$ cat config.mk
export PLATFORM = sky130hd
export DESIGN_NAME = fbdiv_top
export DESIGN_NICKNAME = d
export VERILOG_FILES = /design/src/rtl/fbdiv_pkg.sv /design/src/rtl/fbdiv_modulus.sv /design/src/rtl/fbdiv_frac_acc.sv /design/src/rtl/fbdiv_counter.sv /design/src/rtl/fbdiv_top.sv
export SDC_FILE = /design/constraint.sdc
export NUM_CORES = 1
export LEC_CHECK = 0
export ABC_AREA = 1
export BUFFER_PORTS_ARGS = -buffer_cell sky130_fd_sc_hd__buf_2
export CAP_MARGIN = 25
export CORE_UTILIZATION = 50
export DETAILED_ROUTE_END_ITERATION = 6
export HOLD_SLACK_MARGIN = 0.12
export PLACE_DENSITY = 0.7
export REMOVE_ABC_BUFFERS = 1
export SYNTH_ARGS = -nofsm -noshare
export SYNTH_HDL_FRONTEND = slang
export SYNTH_SLANG_ARGS = --single-unit
$ cat constraint.sdc
create_clock -name clk_i -period 2.9 [get_ports clk_i]
set_clock_uncertainty 0.1 [all_clocks]
set_input_delay 0.145 -clock clk_i [delete_from_list [all_inputs] [get_ports clk_i]]
set_output_delay 0.145 -clock clk_i [all_outputs]
set_load 0.01 [all_outputs]
$ cat src/rtl/fbdiv_pkg.sv
package fbdiv_pkg;
  localparam int N_W   = 12;
  localparam int A_W   = 4;
  localparam int F_W   = 6;
  localparam int M_W   = N_W + 2;
  localparam int M_MAX = (2 ** (N_W + 1)) - 2 + (2 ** A_W);

  typedef struct packed {
    logic [N_W-1:0] n;
    logic [A_W-1:0] a;
    logic [F_W-1:0] off;
    logic           frac_en;
    logic           simple;
  } fbdiv_cfg_t;
endpackage

$ cat src/rtl/fbdiv_modulus.sv
module fbdiv_modulus
  import fbdiv_pkg::*;
(
  input  fbdiv_cfg_t     cfg_i,
  output logic [M_W-1:0] mod_o,
  output logic           frac_on_o,
  output logic           err_o
);
  logic [M_W-1:0] n_ext;
  logic [M_W-1:0] a_ext;
  logic [M_W-1:0] m_norm;
  logic           n_zero;

  always_comb begin
    n_ext  = M_W'(cfg_i.n);
    a_ext  = M_W'(cfg_i.a);
    n_zero = (cfg_i.n == '0);
    // A=0 encodes -1: 2N-1+1 = 2N
    m_norm = (n_ext << 1) + ((cfg_i.a == '0) ? M_W'(0) : (a_ext + M_W'(1)));
    if (n_zero)            mod_o = M_W'(M_MAX);
    else if (cfg_i.simple) mod_o = n_ext;
    else                   mod_o = m_norm;
    frac_on_o = cfg_i.frac_en && !cfg_i.simple && !n_zero;
    err_o     = !cfg_i.simple && (cfg_i.a != '0) && ((a_ext + M_W'(1)) >= n_ext);
  end
endmodule

$ cat src/rtl/fbdiv_frac_acc.sv
module fbdiv_frac_acc
  import fbdiv_pkg::*;
(
  input  logic           clk_i,
  input  logic           rst_ni,
  input  logic           step_i,
  input  logic           en_i,
  input  logic [F_W-1:0] off_i,
  output logic           carry_o,
  output logic [F_W-1:0] acc_o
);
  logic [F_W-1:0] acc_q;
  logic [F_W:0]   sum;

  assign sum     = {1'b0, acc_q} + {1'b0, off_i};
  assign carry_o = en_i & sum[F_W];
  assign acc_o   = acc_q;

  always_ff @(posedge clk_i or negedge rst_ni) begin
    if (!rst_ni)     acc_q <= '0;
    else if (step_i) acc_q <= en_i ? sum[F_W-1:0] : '0;
  end
endmodule

$ cat src/rtl/fbdiv_counter.sv
module fbdiv_counter
  import fbdiv_pkg::*;
(
  input  logic           clk_i,
  input  logic           rst_ni,
  input  logic [M_W-1:0] len_i,
  output logic           load_o,
  output logic           pulse_o,
  output logic [M_W-1:0] cnt_o
);
  logic           started_q;
  logic [M_W-1:0] cnt_q;

  assign load_o  = (cnt_q == '0);
  assign pulse_o = started_q & load_o;
  assign cnt_o   = cnt_q;

  always_ff @(posedge clk_i or negedge rst_ni) begin
    if (!rst_ni) begin
      cnt_q     <= '0;
      started_q <= 1'b0;
    end else begin
      started_q <= 1'b1;
      if (load_o) cnt_q <= len_i - M_W'(1);
      else        cnt_q <= cnt_q - M_W'(1);
    end
  end
endmodule

$ cat src/rtl/fbdiv_top.sv
module fbdiv_top
  import fbdiv_pkg::*;
(
  input  logic           clk_i,
  input  logic           rst_ni,
  input  logic [N_W-1:0] n_i,
  input  logic [A_W-1:0] a_i,
  input  logic [F_W-1:0] offset_i,
  input  logic           frac_en_i,
  input  logic           simple_i,
  output logic           pulse_o,
  output logic           cfg_err_o
);
  fbdiv_cfg_t     cfg;
  logic [M_W-1:0] mod;
  logic           frac_on;
  logic           carry;
  logic           load;
  logic [M_W-1:0] len;
  logic [M_W-1:0] cnt_q;
  logic [F_W-1:0] acc_q;

  always_comb begin
    cfg.n       = n_i;
    cfg.a       = a_i;
    cfg.off     = offset_i;
    cfg.frac_en = frac_en_i;
    cfg.simple  = simple_i;
  end

  fbdiv_modulus i_mod (
    .cfg_i     (cfg),
    .mod_o     (mod),
    .frac_on_o (frac_on),
    .err_o     (cfg_err_o)
  );

  fbdiv_frac_acc i_acc (
    .clk_i   (clk_i),
    .rst_ni  (rst_ni),
    .step_i  (load),
    .en_i    (frac_on),
    .off_i   (offset_i),
    .carry_o (carry),
    .acc_o   (acc_q)
  );

  assign len = mod + M_W'(carry);

  fbdiv_counter i_cnt (
    .clk_i   (clk_i),
    .rst_ni  (rst_ni),
    .len_i   (len),
    .load_o  (load),
    .pulse_o (pulse_o),
    .cnt_o   (cnt_q)
  );
endmodule

# After elaboration in Yosys (flattened, before gate mapping)

Cells that the tools add are included.

Input bits: 26
Register bits: 21
Word-level logic and storage cells: 27
Latch bits: 0
Memories: 0
Bits in writable memories: 0
Output and inout bits: 2
ROM bits: 0

Mux-type cells: 5
Shifts and indexed selects: 0
Div/mod/pow operators: 0
Eq/ne operators: 0
Bitwise logic cells: 2
Multipliers: 0
$add $sub $neg: 6
$lt $le $gt $ge: 1
Reduce and logical (&&, ||, !) cells: 10

Operator list:

| kind                                               | count |
|---|---|
| two-way mux 14 bit                                 | 4 |
| subtractor 14 x 1 -> 14 bit, second input constant | 2 |
| adder 13 x 14 -> 14 bit                            | 1 |
| adder 14 x 1 -> 14 bit                             | 1 |
| greater-or-equal comparator 14 x 12 -> 1 bit       | 1 |
| zero test 14 bit                                   | 1 |
| zero test 12 bit                                   | 1 |
| adder 6 x 6 -> 7 bit                               | 1 |
| two-way mux 6 bit                                  | 1 |
| adder 4 x 1 -> 5 bit, second input constant        | 1 |
| logical AND 1 bit                                  | 4 |
| zero test 4 bit                                    | 1 |
| nonzero test 4 bit                                 | 1 |
| bitwise AND 1 bit                                  | 2 |
| zero test 1 bit                                    | 2 |

# Longest topological paths before layout

Word-level depth: 8
Mapped depth: 21
Gate-level depth less buffers: 21

# Hierarchy

From an unflattened synthesis, not the netlist that was laid out.

Cell total of the unflattened synthesis: 419
Area, all modules: 2700.1 µm²

Modules (own cells, without submodules):

| module         | cells each | instances | area an instance (µm²) | seq. area each (µm²) |
|---|---|---|---|---|
| fbdiv_counter  | 149        | 1         | 1052.3                 | 375.4 |
| fbdiv_modulus  | 149        | 1         | 834.6                  | 0.0 |
| fbdiv_frac_acc | 61         | 1         | 469.2                  | 150.1 |
| fbdiv_top      | 60         | 1         | 344.1                  | 0.0 |

# Least setup slack after synthesis

Ideal clock, no wire load.

Kind: reg-to-reg
From: reg i_acc.acc_q[0] (netlist: i_acc.acc_o[0])
To: reg i_cnt.cnt_q[9] (netlist: i_cnt.cnt_o[9])
Setup time: 0.134 ns
Period minus slack after synthesis: 2.663 ns
Cell stages (with the launch flop): 18
Data arrival time: 2.429 ns
Data required time: 2.666 ns
Path slack: 0.237 ns
Buffers on the path: 0
Path through: dfrtp_1 > ha_1 > fa_1 > nand3_1 > nand2_1 > nand2_1 > a21oi_1 > o21ai_0 > ha_1 > inv_1 > nor2_2 > nand4_4 > nor2_8 > nand3_4 > nor2_4 > nand3_1 > nand3_1 > o21ai_1

Word-level cells in the longest chain between the ends: 5

Ends and longest elaborated chain:

| what                        | RTL line             | source |
|---|---|---|
| start, declared             | fbdiv_frac_acc.sv:12 | `logic [F_W-1:0] acc_q;` |
| start signal, assigned      | fbdiv_frac_acc.sv:21 | `else if (step_i) acc_q <= en_i ? sum[F_W-1:0] : '0;` |
| adder 6 x 6 -> 7 bit        | fbdiv_frac_acc.sv:15 | `assign sum = {1'b0, acc_q} + {1'b0, off_i};` |
| bitwise AND 1 bit           | fbdiv_frac_acc.sv:16 | `assign carry_o = en_i & sum[F_W];` |
| adder 14 x 1 -> 14 bit      | fbdiv_top.sv:48      | `assign len = mod + M_W'(carry);` |
| subtractor 14 x 1 -> 14 bit | fbdiv_counter.sv:24  | `if (load_o) cnt_q <= len_i - M_W'(1);` |
| two-way mux 14 bit          | fbdiv_counter.sv:24  |  |
| end signal, assigned        | fbdiv_counter.sv:24  |  |
| end signal, assigned        | fbdiv_counter.sv:25  | `else cnt_q <= cnt_q - M_W'(1);` |
| end, declared               | fbdiv_counter.sv:12  | `logic [M_W-1:0] cnt_q;` |

No other way between the ends.
A chain may end at the register's enable or synchronous reset.

# Worst setup path in the final report

From: reg i_acc.acc_q[0] (netlist: i_acc.acc_o[0])
To: reg i_cnt.cnt_q[10] (netlist: i_cnt.cnt_o[10])

The elaborated chain is that of the path after synthesis.

==> results.tsv <==
metric	value	unit
grt_util_all_layers	23.1	%
ant_nets	0	
clkTransAtPathRegs	0.08	ns
drive_gt1_share	21.2	%
grt_max_degree	22	
critical_path.max_fanout	2	
pwr-share-clk	18.9	%
drv_cap	0	
die_x	74.3	um
fin_nets	488	
slew_viol_final	0	
wire_per_inst	11.3	um
dpl_cell_area	2880	um2
swShare	38.8	%
rsz0062_at_grt	yes	
syn-cell-area	2610	um2
tns	0	ns
synth_seq_cells	21	
period_minus_slack	2.69	ns
pin_count	28	
netlist_instances	397	
grt.overflow.total	0	
power.density	346	nW/um2
dp_slack	0.0493	ns
drc	0	
cts_max_level	1	
cts_buffers	3	
cts_tree	built	
final_area	2990	um2
grt_pass1_vias	2428	
power_switching	0.402	mW
power_frac_seq	38.1	%
port-buffer-count	27	
gp_congestion	0.870	
clock_path_buffers	2	
antenna_cells	0	
start_kind	flip-flop	
crit_type	flip-flop to flip-flop	
status	finished, final reports clean	
internal_power	0.633	mW
vias_per_cell	5.04	
worst_slack	0.205	ns
endpoint_kind	flip-flop	
dp_hpwl	4670	um
die_area	5520	um2
ir_drop	293	uV
fin_crit_sh	92.9	%
area_growth	14.5	%
initial_core_util	53.6	%
clkSinkCount	21	
drt_first_iter_violations	129	
clock.fmax	371	MHz
postSynthAreaPerCell	6.58	um2
firstDrtPassIters	4	
synth_warnings	0	
setup_viol	0	
vias	2551	
antenna_found_initial	0	
core-area	4880	um2
p_leak	1.63	nW
pwr-share-comb	43.1	%
die_h	74.3	um
std_cell_rows	25	
totalWireLength	5710	um
p_total	1.03	mW
cp.arrival	2.76	ns
hold_viol	0	
hold_class	input pin to flip-flop	
clk_latency	0.26	ns
synth_cell_type_count	45	
required	2.96	ns
fillCellCount	503	
cts_root_buf	clkbuf_8	
grt_first_pass_wirelength	10100	um
ys_seq_area_share	20.1	%
final cells by class:
class,instances,area [um2],share of cell area (%)
Tap cell,67,83.8,2.80
Clock buffer,3,41.3,1.38
Sequential cell,21,526,17.6
Inverter,65,248,8.28
Multi-Input combinational cell,308,1850,61.7
Timing Repair Buffer,41,243,8.11
Clock inverter,1,5.00,0.167
power by group through the flow:
| stage | registers, mW | logic, mW | clock network, mW |
|---|---|---|---|
| final | 0.394 | 0.445 | 0.195 |
| after global routing | 0.400 | 0.509 | 0.214 |
| after CTS | 0.394 | 0.437 | 0.205 |
| after detailed placement | 0.399 | 0.433 | 0 |
| after global placement | 0.399 | 0.425 | 0 |
| after floorplan | 0.389 | 0.329 | 0 |
through the flow:
| stage | hold slack [ns] | cells | util [%] |
|---|---|---|---|
| 6_report | 0.161 | 506 | 61.3 |
| 3_5_place_dp | 0.0374 | 497 | 59.0 |
| 4_1_cts | 0.131 | 502 | 60.2 |
| 5_1_grt | 0.202 | 506 | 61.3 |
| 2_1_floorplan | -0.251 | 394 | - |
| 3_3_place_gp | 0.0357 | 497 | 59.0 |
flip-flops by register name, indices dropped and copies added, names as in the netlist:
register / cells
i_cnt.cnt_o: 14
i_cnt.started_q: 1
i_acc.acc_o: 6
metal layers:
| metal | vias up | GRT usage (%) | share of wire [%] |
|---|---|---|---|
| met5 | - | 0 | 0 |
| met4 | 0 | 1.47 | 0 |
| met3 | 0 | 3.66 | 2.7 |
| met2 | 35 | 40.0 | 47 |
| met1 | 1165 | 31.8 | 50 |
| li1 | 1351 | - | - |
kinds of logic after synthesis:
| kind of cell | synth area share [%] |
|---|---|
| simple gates | 44.5 |
| buf+inv | 10.3 |
| compound gates | 6.80 |
| fa+ha+maj | 11.1 |
| flops | 20.1 |
| xor+xnor | 6.70 |
| other cells | 0.143 |
| mux | 0.383 |
Yosys cell counts (all sizes together):
library cell | instances | share of area, %
a31oi | 2 | 0.48
mux2i | 1 | 0.38
xor2 | 11 | 3.7
nor2 | 43 | 8.1
nor3 | 4 | 0.96
o22ai | 1 | 0.24
o21a | 3 | 0.86
a21boi | 3 | 0.86
clkinv | 1 | 0.19
or4 | 1 | 0.43
and2 | 1 | 0.24
a22o | 1 | 0.34
buf | 3 | 0.81
xnor2 | 9 | 3.0
nor4 | 2 | 1.1
a21oi | 6 | 1.1
a22oi | 1 | 0.29
nor3b | 1 | 0.29
nand3 | 51 | 11
nand2 | 124 | 20
a32oi | 1 | 0.34
nand4 | 7 | 2.5
inv | 64 | 9.3
ha | 20 | 9.6
o21ai | 11 | 2.2
fa | 2 | 1.5
conb | 1 | 0.14
dfrtp | 21 | 20
nor2b | 1 | 0.53
worst max-delay path, cell delays in order, from the launching register on:
cell	delay, ns
dfrtp_1	0.39
ha_2	0.19
fa_2	0.39
nand3_2	0.07
nand2_1	0.07
nand2_2	0.08
a21oi_1	0.06
o21ai_1	0.13
ha_2	0.19
buf_4	0.10
ha_1	0.18
nand2_2	0.08
inv_2	0.06
nand3_2	0.09
nor2_4	0.11
nand3_1	0.07
nand2_1	0.06
nand2_1	0.06
nand2_1	0.06
nand2_1	0.04
cells in the final DEF (no fill, tap or decap), types with 6 or more instances in the layout:
cell type  instances
buf_4             13
nand3_1           46
nand2_1          108
dfrtp_1           21
a21oi_1            6
inv_2              7
nand2_2           14
nor2_1            34
buf_2             27
xnor2_1            9
ha_1              18
inv_1             56
xor2_1            11
o21ai_1            6
path summary, 6_finish.rpt:
| path | start | to | slack (ns) | cells past startpoint |
|---|---|---|---|---|
| worst max register to register | i_acc.acc_o[0]$_DFFE_PN0P_ | i_cnt.cnt_o[10]$_DFF_PN0_ | 0.21 | 19 |
| worst min-delay path | offset_i[0] | i_acc.acc_o[0]$_DFFE_PN0P_ | 0.16 | 4 |
| worst max-delay path | i_acc.acc_o[0]$_DFFE_PN0P_ | i_cnt.cnt_o[10]$_DFF_PN0_ | 0.21 | 19 |
| max in group asynchronous | rst_ni | i_cnt.cnt_o[7]$_DFF_PN0_ | 2.10 | 2 |
| min in group asynchronous | rst_ni | i_cnt.cnt_o[10]$_DFF_PN0_ | 0.27 | 2 |
| worst min register to register | i_acc.acc_o[0]$_DFFE_PN0P_ | i_acc.acc_o[0]$_DFFE_PN0P_ | 0.40 | 2 |
timing repair:
action                                 4_1_cts  5_1_grt
endpoints found under the hold margin       21        0
resized for setup                            0        9
hold buffers                                 1        0
setup endpoints to repair                    0        7
setup buffers                                0        4
(Power assumes the default switching activity.)
